$ cat config.mk
export PLATFORM = sky130hd
export DESIGN_NAME = mesh_router
export DESIGN_NICKNAME = d
export VERILOG_FILES = /design/src/rtl/mr_pkg.sv /design/src/rtl/mr_route_calc.sv /design/src/rtl/mr_rr_arb.sv /design/src/rtl/mesh_router.sv
export SDC_FILE = /design/constraint.sdc
export NUM_CORES = 1
export LEC_CHECK = 0
export ABC_AREA = 1
export CAP_MARGIN = 15
export CORE_MARGIN = 5
export CORE_UTILIZATION = 30
export CTS_BUF_LIST = sky130_fd_sc_hd__clkbuf_2 sky130_fd_sc_hd__clkbuf_4 sky130_fd_sc_hd__clkbuf_8
export CTS_CLUSTER_SIZE = 16
export DETAILED_ROUTE_END_ITERATION = 10
export PLACE_DENSITY = 0.48
export SYNTH_ARGS = -nofsm -noshare
export SYNTH_HDL_FRONTEND = slang
export SYNTH_HIERARCHICAL = 1
export SYNTH_SLANG_ARGS = --single-unit
$ cat constraint.sdc
create_clock -name clk -period 4.13 [get_ports clk]
set_clock_uncertainty 0.05 [all_clocks]
set_input_delay 0.826 -clock clk [delete_from_list [all_inputs] [get_ports clk]]
set_output_delay 0.826 -clock clk [all_outputs]
set_load 0.005 [all_outputs]
$ cat src/rtl/mr_pkg.sv
package mr_pkg;
    localparam int NPORTS      = 5;
    localparam int PORT_IDX_W  = 3;

    typedef enum logic [2:0] {
        PC_NONE  = 3'd0,
        PC_EAST  = 3'd1,
        PC_SOUTH = 3'd2,
        PC_WEST  = 3'd3,
        PC_NORTH = 3'd4,
        PC_PROC  = 3'd5
    } port_code_e;
endpackage

$ cat src/rtl/mr_route_calc.sv
module mr_route_calc
    import mr_pkg::*;
#(
    parameter int COORD_W = 2,
    parameter int MY_X    = 2,
    parameter int MY_Y    = 1
) (
    input  logic [COORD_W-1:0] dst_x,
    input  logic [COORD_W-1:0] dst_y,
    input  logic [2:0]         fault_sel,
    output logic [NPORTS-1:0]  port_oh
);
    localparam logic [COORD_W-1:0] HERE_X = COORD_W'(MY_X);
    localparam logic [COORD_W-1:0] HERE_Y = COORD_W'(MY_Y);

    port_code_e code_d;

    always_comb begin
        if (fault_sel >= 3'd1 && fault_sel <= 3'd5) begin
            code_d = port_code_e'(fault_sel);      // forced stuck port
        end else if (dst_x > HERE_X) begin
            code_d = PC_EAST;
        end else if (dst_x < HERE_X) begin
            code_d = PC_WEST;
        end else if (dst_y > HERE_Y) begin
            code_d = PC_NORTH;
        end else if (dst_y < HERE_Y) begin
            code_d = PC_SOUTH;
        end else begin
            code_d = PC_PROC;
        end
        port_oh = '0;
        port_oh[int'(code_d) - 1] = 1'b1;
    end
endmodule

$ cat src/rtl/mr_rr_arb.sv
module mr_rr_arb #(
    parameter int N     = 5,
    parameter int IDX_W = 3
) (
    input  logic [N-1:0]     req,
    input  logic [IDX_W-1:0] ptr,
    output logic [IDX_W-1:0] gnt_idx,
    output logic             gnt_any
);
    always_comb begin
        gnt_idx = '0;
        gnt_any = 1'b0;
        for (int k = 0; k < N; k++) begin
            int j;
            j = (int'(ptr) + k) % N;
            if (!gnt_any && req[j]) begin
                gnt_idx = IDX_W'(j);
                gnt_any = 1'b1;
            end
        end
    end
endmodule

$ cat src/rtl/mesh_router.sv
module mesh_router
    import mr_pkg::*;
#(
    parameter  int COORD_W = 2,
    parameter  int DATA_W  = 8,
    parameter  int MY_X    = 2,
    parameter  int MY_Y    = 1,
    localparam int FLIT_W  = DATA_W + 2
) (
    input  logic                     clk,
    input  logic                     rst_n,
    input  logic [2:0]               fault_sel,
    input  logic [NPORTS-1:0]        in_valid,
    output logic [NPORTS-1:0]        in_ready,
    input  logic [NPORTS*FLIT_W-1:0] in_data,
    output logic [NPORTS-1:0]        out_valid,
    input  logic [NPORTS-1:0]        out_ready,
    output logic [NPORTS*FLIT_W-1:0] out_data
);
    localparam int IDX_W   = PORT_IDX_W;
    localparam int HEAD_B  = FLIT_W - 1;
    localparam int TAIL_B  = FLIT_W - 2;

    typedef struct packed {
        logic [NPORTS-1:0]            locked;
        logic [NPORTS-1:0][IDX_W-1:0] dir;
        logic [NPORTS-1:0]            busy;
        logic [NPORTS-1:0][IDX_W-1:0] owner;
        logic [NPORTS-1:0][IDX_W-1:0] ptr;
    } sw_state_t;

    sw_state_t st_d, st_q;

    logic [NPORTS-1:0][FLIT_W-1:0] flit;
    logic [NPORTS-1:0][FLIT_W-1:0] out_flit;
    logic [NPORTS-1:0]             is_head, is_tail;
    logic [NPORTS-1:0][NPORTS-1:0] route_oh;   // [input][output]
    logic [NPORTS-1:0][NPORTS-1:0] req_to;     // [output][input]
    logic [NPORTS-1:0][IDX_W-1:0]  gnt_idx;
    logic [NPORTS-1:0]             gnt_any;

    assign flit     = in_data;
    assign out_data = out_flit;

    always_comb begin
        for (int i = 0; i < NPORTS; i++) begin
            is_head[i] = flit[i][HEAD_B];
            is_tail[i] = flit[i][TAIL_B];
        end
    end

    // Route decode per input, with fault override
    for (genvar gi = 0; gi < NPORTS; gi++) begin : g_route
        mr_route_calc #(
            .COORD_W(COORD_W),
            .MY_X   (MY_X),
            .MY_Y   (MY_Y)
        ) u_rt (
            .dst_x    (flit[gi][COORD_W-1:0]),
            .dst_y    (flit[gi][2*COORD_W-1:COORD_W]),
            .fault_sel(fault_sel),
            .port_oh  (route_oh[gi])
        );

        AST_ROUTE_ONE_PORT: assert property (@(posedge clk) disable iff (!rst_n)
            $countones(route_oh[gi]) == 1)
            else $error("route decode not one-hot");
    end

    // Header requests, transposed into per-output vectors
    always_comb begin
        for (int o = 0; o < NPORTS; o++) begin
            for (int i = 0; i < NPORTS; i++) begin
                req_to[o][i] = in_valid[i] && is_head[i] && !st_q.locked[i]
                               && route_oh[i][o];
            end
        end
    end

    for (genvar go = 0; go < NPORTS; go++) begin : g_arb
        mr_rr_arb #(
            .N    (NPORTS),
            .IDX_W(IDX_W)
        ) u_arb (
            .req    (req_to[go] & {NPORTS{~st_q.busy[go]}}),
            .ptr    (st_q.ptr[go]),
            .gnt_idx(gnt_idx[go]),
            .gnt_any(gnt_any[go])
        );
    end

    // Datapath: outputs follow their owner; inputs follow their locked output
    always_comb begin
        for (int o = 0; o < NPORTS; o++) begin
            out_valid[o] = st_q.busy[o] && in_valid[st_q.owner[o]];
            out_flit[o]  = flit[st_q.owner[o]];
        end
        for (int i = 0; i < NPORTS; i++) begin
            if (st_q.locked[i]) begin
                in_ready[i] = out_ready[st_q.dir[i]];
            end else begin
                in_ready[i] = in_valid[i] && !is_head[i];   // stray body flit: drop
            end
        end
    end

    // Next state
    always_comb begin
        st_d = st_q;
        for (int o = 0; o < NPORTS; o++) begin
            if (st_q.busy[o]) begin
                if (out_valid[o] && out_ready[o] && is_tail[st_q.owner[o]]) begin
                    st_d.busy[o]               = 1'b0;
                    st_d.locked[st_q.owner[o]] = 1'b0;
                end
            end else if (gnt_any[o]) begin
                st_d.busy[o]               = 1'b1;
                st_d.owner[o]              = gnt_idx[o];
                st_d.ptr[o]                = (gnt_idx[o] == IDX_W'(NPORTS - 1)) ?
                                             '0 : gnt_idx[o] + 1'b1;
                st_d.locked[gnt_idx[o]]    = 1'b1;
                st_d.dir[gnt_idx[o]]       = IDX_W'(o);
            end
        end
    end

    always_ff @(posedge clk or negedge rst_n) begin
        if (!rst_n) begin
            st_q <= '0;
        end else begin
            st_q <= st_d;
        end
    end

    for (genvar go = 0; go < NPORTS; go++) begin : g_chk
        AST_OWNER_LOCKED: assert property (@(posedge clk) disable iff (!rst_n)
            st_q.busy[go] |-> (st_q.locked[st_q.owner[go]] &&
                               st_q.dir[st_q.owner[go]] == IDX_W'(go)))
            else $error("busy output without matching input lock");

        AST_TAIL_FREES: assert property (@(posedge clk) disable iff (!rst_n)
            (st_q.busy[go] && out_valid[go] && out_ready[go] && is_tail[st_q.owner[go]])
            |=> !st_q.busy[go])
            else $error("output not freed after tail");

        AST_OWNER_HELD: assert property (@(posedge clk) disable iff (!rst_n)
            (st_q.busy[go] && !(out_valid[go] && out_ready[go] && is_tail[st_q.owner[go]]))
            |=> (st_q.busy[go] && $stable(st_q.owner[go])))
            else $error("path changed mid-packet");

        AST_FAULT_TARGET: assert property (@(posedge clk) disable iff (!rst_n)
            (gnt_any[go] && fault_sel >= 3'd1 && fault_sel <= 3'd5)
            |-> (fault_sel == 3'(go + 1)))
            else $error("grant off the stuck port");
    end
endmodule

# [Word-level counts from Yosys, hierarchy flattened]
# Cells that the tools add are included.
[op_classes] n_addsub=30 shifts=0 n_lt_le_gt_ge=82 n_eq_ne=5 bitwise_logic=39 n_mul=0 div_mod_pow=25 mux=274 n_reduce_logical=126
[ops] operator="$lt A32 B5 Y1 const B" n=30
[ops] operator="$mod A32 B4 Y32 const B" n=20
[ops] operator="$mux W3" n=60
[ops] operator="$ge A32 B1 Y1 const B" n=5
[ops] operator="$mod A4 B4 Y32 const B" n=5
[ops] operator="$bmux W10 S3" n=5
[ops] operator="$mux W1" n=124
[ops] operator="$bmux W1 S3" n=40
[ops] operator="$logic_and A1 B1 Y1" n=91
[ops] operator="$mux W20" n=4
[ops] operator="$mux W15" n=5
[ops] operator="$lt A3 B4 Y1 const B" n=15
[ops] operator="$and A5 B5 Y5" n=11
[ops] operator="$mux W10" n=5
[ops] operator="$mux W5" n=10
[ops] operator="$demux W1 S3" n=15
[ops] operator="$demux W3 S3" n=5
[ops] operator="$add A3 B2 Y4 const B" n=10
[ops] operator="$or A5 B5 Y5" n=8
[ops] operator="$ge A3 B1 Y1 const B" n=11
[ops] operator="$and A10 B10 Y10" n=3
[ops] operator="$logic_not A1 Y1" n=30
[ops] operator="$not A10 Y10" n=3
[ops] operator="$not A5 Y5" n=6
[ops] operator="16 further kinds" n=60
[totals] word_cells=598 n_memories=0 input_bits=65 ff_bits=55 mem_bits_rw=0 latchBits=0 romBits=0

# [Depth between registers and ports, before layout]
# Gate-level depths: netlist (run 1).
[logic_depth] depth_word=49 mapped_depth=39

# [Hierarchy]
# The synthesis (run 1) kept the hierarchy.
[by_module_without_submodules] mod="mr_rr_arb" instances=5 seq_area_each_um2=0.0 area_per_inst_um2=1511.4 cells_per_inst=257
[by_module_without_submodules] mod="mesh_router" instances=1 seq_area_each_um2=1376.3 area_per_inst_um2=5619.1 cells_per_inst=944
[by_module_without_submodules] mod="mr_route_calc" instances=5 seq_area_each_um2=0.0 area_per_inst_um2=196.4 cells_per_inst=37

# [Worst setup path before layout (run 1)]
# No wires, ideal clock.
[synth_path] kind="register to register" from="register st_q[0] (netlist name)" to="register st_q[47] (netlist name)" stages_incl_launch_ff=34 setup_time_ns=0.126 arrival_ns=4.071 slack_ns=-0.118 n_path_buf=1 t_required_ns=3.954 path_cell_list="dfrtp_1 -> clkbuf_8 -> inv_1 -> ha_1 -> inv_1 -> ha_1 -> inv_1 -> ha_1 -> nor2_1 -> nand2_2 -> nand2_2 -> xor2_1 -> ha_1 -> inv_1 -> nand2_1 -> nand2_2 -> nand2_2 -> nand2_1 -> nand2_1 -> inv_1 -> nor3_1 -> a21oi_2 -> nand4_1 -> inv_1 -> nor2_2 -> inv_2 -> nor2_2 -> inv_2 -> nor3_2 -> inv_1 -> a21oi_1 -> nor2_1 -> nor2_1 -> nor2_1"
[synth_rtl] element="start: declaration" line_no="mesh_router.sv:32" text="sw_state_t st_d, st_q;"
[synth_rtl] element="start signal: assignment" line_no="mesh_router.sv:131" text="st_q <= st_d;"

==> results.txt, run 1 <==
----------------------------------------------------
[Timing]
  Maximum operating frequency ... 246 MHz
  Total setup violations reported at the end of the flow ... 0
  Slew Limit Headroom ... 0.415
  Share of the clock period used by the worst path ... 0.984
  RSZ-0062 raised after global routing ... true
  Min Tclk post-route ... 4.06 ns
  Count of final hold-check violations ... 0
  Transition time at the pin with the least slew margin ... 0.878 ns
  Hold slack ... 0.509 ns
  Count of final max-slew check failures ... 0

[Place]
  Dpl hpwl ... 44700 um
  Port bufs ... 124
  Placed standard-cell area ... 18200 sq um
  Total placed cells including tap cells ... 3392
  GPL Wtd Cong ... 0.919

[Synthesis]
  Count of cell types in the netlist ... 51
  Synth Net Count ... 2584
  Synth Area in Compound Gates ... 0.165
  Share of synthesized cell area in full adder, half adder and majority cells ... 0.0928
  Number of cells produced by synthesis ... 2414
  Share of synthesized cell area in and, or, nand and nor gates ... 0.481
  Share of the synthesized area in the top cell type ... 0.171
  Largest family of logic cells by synthesized area ... simple AND/OR/NAND/NOR gates
  Area leader, netlist ... nand2_1
  Dominant cells by area after synthesis ... nand2_1 17%, nand3_1 10%, dfrtp_1 9.7%, inv_1 9.4%, ha_1 9.3%
  Register bit count reported by yosys ... 55
  Netlist area before placement ... 14200 sq um
  Post-synthesis area per instance ... 5.87 sq um
  Warnings from Yosys ... 6
  Post-synthesis xor/xnor area fraction ... 0.0295
  Share of synthesized area spent on multiplexers ... 0
  Sequential element share of the synthesized area ... 0.0972

[Setup path]
  Nature of the critical path endpoint ... flip-flop
  Cell type of the slowest stage on the worst timing path ... o211ai_1
  Delay of the slowest cell on the worst path ... 0.20 ns
  Most used cell, CP ... nand2_1
  CP Data Arrival Time ... 4.26 ns
  Critical path required time ... 4.32 ns
  Type of the setup path with the least slack ... primary input to flip-flop
  Worst reg2reg path depth ... 37
  Reg2reg setup slack ... 0.11 ns
  Max Fanout on Critical Path ... 7
  Launching element type of the critical path ... primary input

[Die]
  Die area ... 51600 sq um
  Initial core utilization ... 0.303
  Placeable core region ... 46700 sq um
  Number of top-level pins ... 125
  Die W ... 227 um
  Num rows ... 79
  Overall die height ... 227 um

[Clocking]
  Number of clock sinks ... 55
  Clock Latency Late Sink ... 0.35 ns
  Num CTS Buffers ... 5
  Maximum clock insertion buffer count ... 2
  Clk pin slew, worst setup/hold paths ... 0.12 ns
  TritonCTS clock tree ... done
  Number of levels the H-tree was split into ... 2
  CTS root buffer ... clkbuf_8

[Detailed routing]
  WL final ... 56000 um
  DR pass1 iterations ... 5
  Via count normalized by instance count ... 4.95
  Routed length per placed instance ... 16.0 um
  Count of nets left with antenna violations after detail routing ... 0
  First-iteration detailed-routing DRC count ... 1043
  Count of vias placed by the detailed router ... 17300
  Post-detailed-route DRC marker count ... 0

[Cells and area]
  Max FFs per register ... 55
  Total number of nets in the final design ... 3049
  Number of non-filler instances in the completed layout ... 3490
  Summed area of non-filler cells in the final layout ... 20800 sq um
  Synth-to-layout area growth ... 46.7%
  Registers with the most flip-flops ... st_q x55
  Fraction of layout instances using a drive strength above 1 ... 0.365
  Top register by number of flip-flops ... st_q
  FILL cells ... 4901

[GRT]
  First-pass GRT wire length ... 85300 um
  Total global-route track usage ... 0.203
  Initial antenna violation count ... 3
  Overflow left after global routing ... 0
  Via count of the first global-routing pass ... 16300
  Largest net degree at the start of global routing ... 48

[Worst hold path]
  Worst Hold Depth ... 2
  Type of the tightest min-delay check ... flip-flop to flip-flop

[Run status]
  Outcome ... completed

[Job]
  Max Cap Viol ... 0

----------------------------------------------------
final timing paths:
path,start,end
max,fault_sel[2],st_q[50]
min,st_q[43],st_q[43]
min in group asynchronous,rst_n,st_q[1]
max reg2reg,st_q[0],st_q[50]
max in group asynchronous,rst_n,st_q[11]
min reg2reg,st_q[43],st_q[43]
critical path, delay by kind of cell:
kind	cells	cell delay, ns
AND/OR/NAND/NOR	24	1.87
AO/OA/AOI/OAI	2	0.38
adder cells (fa/ha/maj)	1	0.18
buffers and inverters	9	1.01
layout make-up:
class | instances | area, sq um | area share
multi-input cells | 1891 | 12600 | 0.608
repair buffers | 509 | 4230 | 0.204
inverters | 417 | 1650 | 0.0793
flip-flops and latches | 55 | 1380 | 0.0665
well taps | 607 | 759 | 0.0366
clock buffers | 6 | 76.3 | 0.00367
clock inverters | 2 | 38.8 | 0.00187
diodes | 3 | 7.51 | 0.000361
cells in the mapped netlist, drive strengths merged:
library cell  number
a211oi             3
a21boi             5
a21oi             78
a22o               5
a22oi              6
a31oi              1
a41oi              3
and2               5
buf               20
clkbuf            31
clkinv             5
dfrtp             55
ha               105
inv              412
nand2            760
nand3            349
nand4             49
nor2             201
nor3              18
nor4               2
o211ai           109
o21ai            140
o21bai             5
o221ai             1
o22ai              1
o31a               1
o31ai              2
or2                5
xnor2              2
xor2              35
cells in the final DEF (no fill, tap or decap), types with 27 or more instances in the layout:
cell | synthesis | routed
inv_1 | 353 | 283
nand2_4 | 25 | 52
ha_1 | 105 | 71
inv_2 | 53 | 104
nand2_2 | 91 | 112
clkdlybuf4s50_1 | 0 | 100
nor2_4 | 13 | 51
o21ai_1 | 22 | 40
buf_4 | 1 | 353
dfrtp_1 | 55 | 50
nor2_1 | 153 | 89
buf_6 | 7 | 27
o211ai_1 | 108 | 108
nand3_2 | 47 | 92
nand2_1 | 644 | 596
a21oi_1 | 73 | 60
nor2_2 | 30 | 56
nand4_1 | 49 | 49
o21ai_0 | 103 | 70
nand3_1 | 297 | 232
kinds of logic (layout without fill, tap and decap cells):
group	after synthesis	count (layout)
and+or+nand+nor	1389	1389
adders and majority gates	105	105
DFF	55	55
xor gates and xnor gates	37	37
buffers and inverters	468	934
other	0	3
AOI/OAI and AO/OA	360	360
layer usage:
metal / global-route usage / vias to the layer above / wire, um
li1: - / 8823 / -
met1: 0.275 / 8016 / 25200
met2: 0.351 / 356 / 27300
met3: 0.0142 / 75 / 2100
met4: 0.0532 / 0 / 1380
met5: 0 / - / 0
through the flow:
stage,TNS (ns),worst slack [ns],util
CTS,-0.00176,-0.00176,0.407
detailed placement,-32.49,-0.952,0.389
finish,0,0.0663,0.445
global placement,-30.52,-0.984,0.389
global route,-2.26,-0.203,0.445
floorplan,0,0.00637,-
what timing repair did:
item | CTS | global route
pin swaps | 81 | 191
endpoints found under the setup margin | 41 | 38
hold buffers | 0 | 0
setup buffers | 29 | 58
resized for setup | 177 | 384
gates cloned | 1 | 0
Power of run 1 is not shown: default switching activity piles up to over one toggle a cycle in this logic, so the estimate is an artifact.
==> run 2: changes to the inputs <==
--- a/config.mk
+++ b/config.mk
@@ -6,7 +6,7 @@
 export NUM_CORES = 1
 export LEC_CHECK = 0
 export ABC_AREA = 1
-export CAP_MARGIN = 15
+export CAP_MARGIN = 25
 export CORE_MARGIN = 5
 export CORE_UTILIZATION = 30
 export CTS_BUF_LIST = sky130_fd_sc_hd__clkbuf_2 sky130_fd_sc_hd__clkbuf_4 sky130_fd_sc_hd__clkbuf_8
==> constraint.sdc (replaced) <==
create_clock -name clk -period 5.05 [get_ports clk]
set_clock_uncertainty 0.05 [all_clocks]
set_input_delay 1.01 -clock clk [delete_from_list [all_inputs] [get_ports clk]]
set_output_delay 1.01 -clock clk [all_outputs]
set_load 0.005 [all_outputs]
==> run 2 against run 1 <==
Against the previous run: clock-buffer cell count did not move; hold slack got worse by 0.016 ns; critical path depth fell by 9; global-route usage fell by 0.31 points; setup slack improved by 0.23 ns; sequential share of layout area rose by 1.3 points; cell area fell by 17%; cell count fell by 6.8%; die area did not move; routed wire length fell by 4.8%.
==> results.txt, run 2 (synthesized netlist as in run 1, its figures left out) <==
----------------------------------------------------
[Setup path]
  Max Fanout on Critical Path ... 9 (+2)
  Buffer and inverter count on the worst path ... 8 (-1)
  Nature of the critical path endpoint ... flip-flop
  Type of the setup path with the least slack ... primary input to flip-flop
  Delay of the slowest cell on the worst path ... 0.47 ns (+0.27 ns)
  Launching element type of the critical path ... primary input
  CP Data Arrival Time ... 4.93 ns (+0.67 ns)
  Crit-path leading delay family ... simple AND/OR/NAND/NOR gates
  Critical path required time ... 5.23 ns (+0.91 ns)
  Most used cell, CP ... buf_4
  Cell type of the slowest stage on the worst timing path ... clkdlybuf4s50_1

[Cells and area]
  Finished Core Util ... 0.370 (-0.0749)
  FILL cells ... 5094 (+3.9%)
  Registers with the most flip-flops ... st_q x55
  Most common cell after layout, fill and taps aside ... nand2_1
  Top register by number of flip-flops ... st_q
  Fraction of layout instances using a drive strength above 1 ... 0.195 (-0.170)
  Leading cell types in the layout, fill and taps excluded ... 644 x nand2_1, 351 x inv_1, 284 x nand3_1
  Max FFs per register ... 55 (unchanged)
  Number of non-filler instances in the completed layout ... 3253 (-6.8%)
  Total number of nets in the final design ... 2812 (-7.8%)
  Synth-to-layout area growth ... 22.1%
  Summed area of non-filler cells in the final layout ... 17300 sq um (-17%)

[Detailed routing]
  Count of nets left with antenna violations after detail routing ... 0 (unchanged)
  Count of vias placed by the detailed router ... 16400 (-5.3%)
  Routed length per placed instance ... 16.4 um (+2.1%)
  Via count normalized by instance count ... 5.03 (+1.6%)
  DR pass1 iterations ... 6 (+1)
  WL final ... 53300 um (-4.8%)
  Post-detailed-route DRC marker count ... 0 (unchanged)
  First-iteration detailed-routing DRC count ... 1225 (+17%)

[Place]
  GPL Wtd Cong ... 0.924 (+0.53%)
  Total placed cells including tap cells ... 3240 (-4.5%)
  Dpl hpwl ... 43900 um (-1.9%)
  Port bufs ... 124 (unchanged)
  Placed standard-cell area ... 16900 sq um (-6.7%)

[Clocking]
  TritonCTS clock tree ... done
  Hold-fix buffer count after cts ... 0 (unchanged)
  Clk pin slew, worst setup/hold paths ... 0.10 ns (-0.02 ns)
  Number of levels the H-tree was split into ... 2 (unchanged)
  Clock Latency Late Sink ... 0.35 ns (about the same)
  Maximum clock insertion buffer count ... 2 (unchanged)
  CTS root buffer ... clkbuf_8
  Number of clock sinks ... 55 (unchanged)
  Num CTS Buffers ... 5 (unchanged)

[Die]
  Number of top-level pins ... 125 (unchanged)
  Die area ... 51600 sq um (unchanged)
  Initial core utilization ... 0.303 (unchanged)
  Placeable core region ... 46700 sq um (unchanged)
  Num rows ... 79 (unchanged)
  Die W ... 227 um (unchanged)
  Overall die height ... 227 um (unchanged)

[GRT]
  Total global-route track usage ... 0.200 (-0.00308)
  Via count of the first global-routing pass ... 15400 (-5.8%)
  First-pass GRT wire length ... 83400 um (-2.3%)
  Largest net degree at the start of global routing ... 56 (+17%)
  Initial antenna violation count ... 4 (+1)
  Overflow left after global routing ... 0 (unchanged)

[Timing]
  Maximum operating frequency ... 210 MHz
  Count of final max-slew check failures ... 0 (unchanged)
  Transition time at the pin with the least slew margin ... 0.814 ns (-0.0635 ns)
  Slew Limit Headroom ... 0.457 (+0.0417)
  Setup_tns ... 0 ns (unchanged)
  Total setup violations reported at the end of the flow ... 0 (unchanged)
  Count of final hold-check violations ... 0 (unchanged)
  Min Tclk post-route ... 4.75 ns
  Share of the clock period used by the worst path ... 0.941

[Run status]
  Outcome ... completed

[Job]
  Max Cap Viol ... 0 (unchanged)

[Worst hold path]
  Type of the tightest min-delay check ... flip-flop to flip-flop

----------------------------------------------------
-- run 2: changes by cell type in the layout (fill, tap and decap cells not counted), sizes merged --
cell           previous run  this run
buf                     387       149
clkbuf                   11         6
clkdlybuf4s15             7         0
clkdlybuf4s50           100       121
clkinvlp                  6         0
diode                     3         4
dlygate4sd2              10         0
dlymetal6s2s              0         2
inv                     407       412
-- run 2: path summary, 6_finish.rpt --
check / end / cells after the start / from / slack [ns]
min reg2reg: st_q[49] / 2 / st_q[49] / 0.49
min in group asynchronous: st_q[1] / 2 / rst_n / 0.77
max in group asynchronous: st_q[42] / 2 / rst_n / 3.66
max: st_q[48] / 27 / fault_sel[1] / 0.30
max reg2reg: st_q[48] / 28 / st_q[4] / 0.47
min: st_q[49] / 2 / st_q[49] / 0.49
-- run 2: per-stage QoR --
stage | hold slack [ns] | setup WS (ns)
after floorplan | 0.438 | 0.802
after global placement | 0.462 | -0.255
after detailed placement | 0.469 | -0.274
after CTS | 0.493 | 0.0760
after global routing | 0.545 | -0.0129
final | 0.494 | 0.297
-- run 2: worst register-to-register path: cells and delay by family (launching register included) --
kind                     cells  cell delay [ns]
AO/OA/AOI/OAI                2             0.50
XOR/XNOR                     1             0.28
buffers and inverters        7             0.75
AND/OR/NAND/NOR             14             1.57
flip-flops                   1             0.40
adder cells (fa/ha/maj)      4             0.93
-- run 2: routing by layer --
metal	global-route usage	wire length, um
met4	0.0530	1430
met2	0.338	25000
met3	0.0183	2320
met1	0.273	24600
met5	0	0
-- run 2: area by class of cell --
class                   count  area (sq um)  area share
clock buffers               6          76.3     0.00442
diodes                      4          10.0    0.000579
clock inverters             1          30.0     0.00174
repair buffers            272          2360       0.136
well taps                 607           759      0.0439
flip-flops and latches     55          1380      0.0796
multi-input cells        1891         11100       0.641
inverters                 417          1590      0.0922
-- run 2: what timing repair did --
| action | 4_1_cts | 5_1_grt |
|---|---|---|
| buffers inserted | 0 | 2 |
| gates resized for setup | 0 | 59 |
| endpoints found under the setup margin | 0 | 22 |
| hold endpoints to repair | 0 | 0 |
Power of run 2 is left out for the same reason.
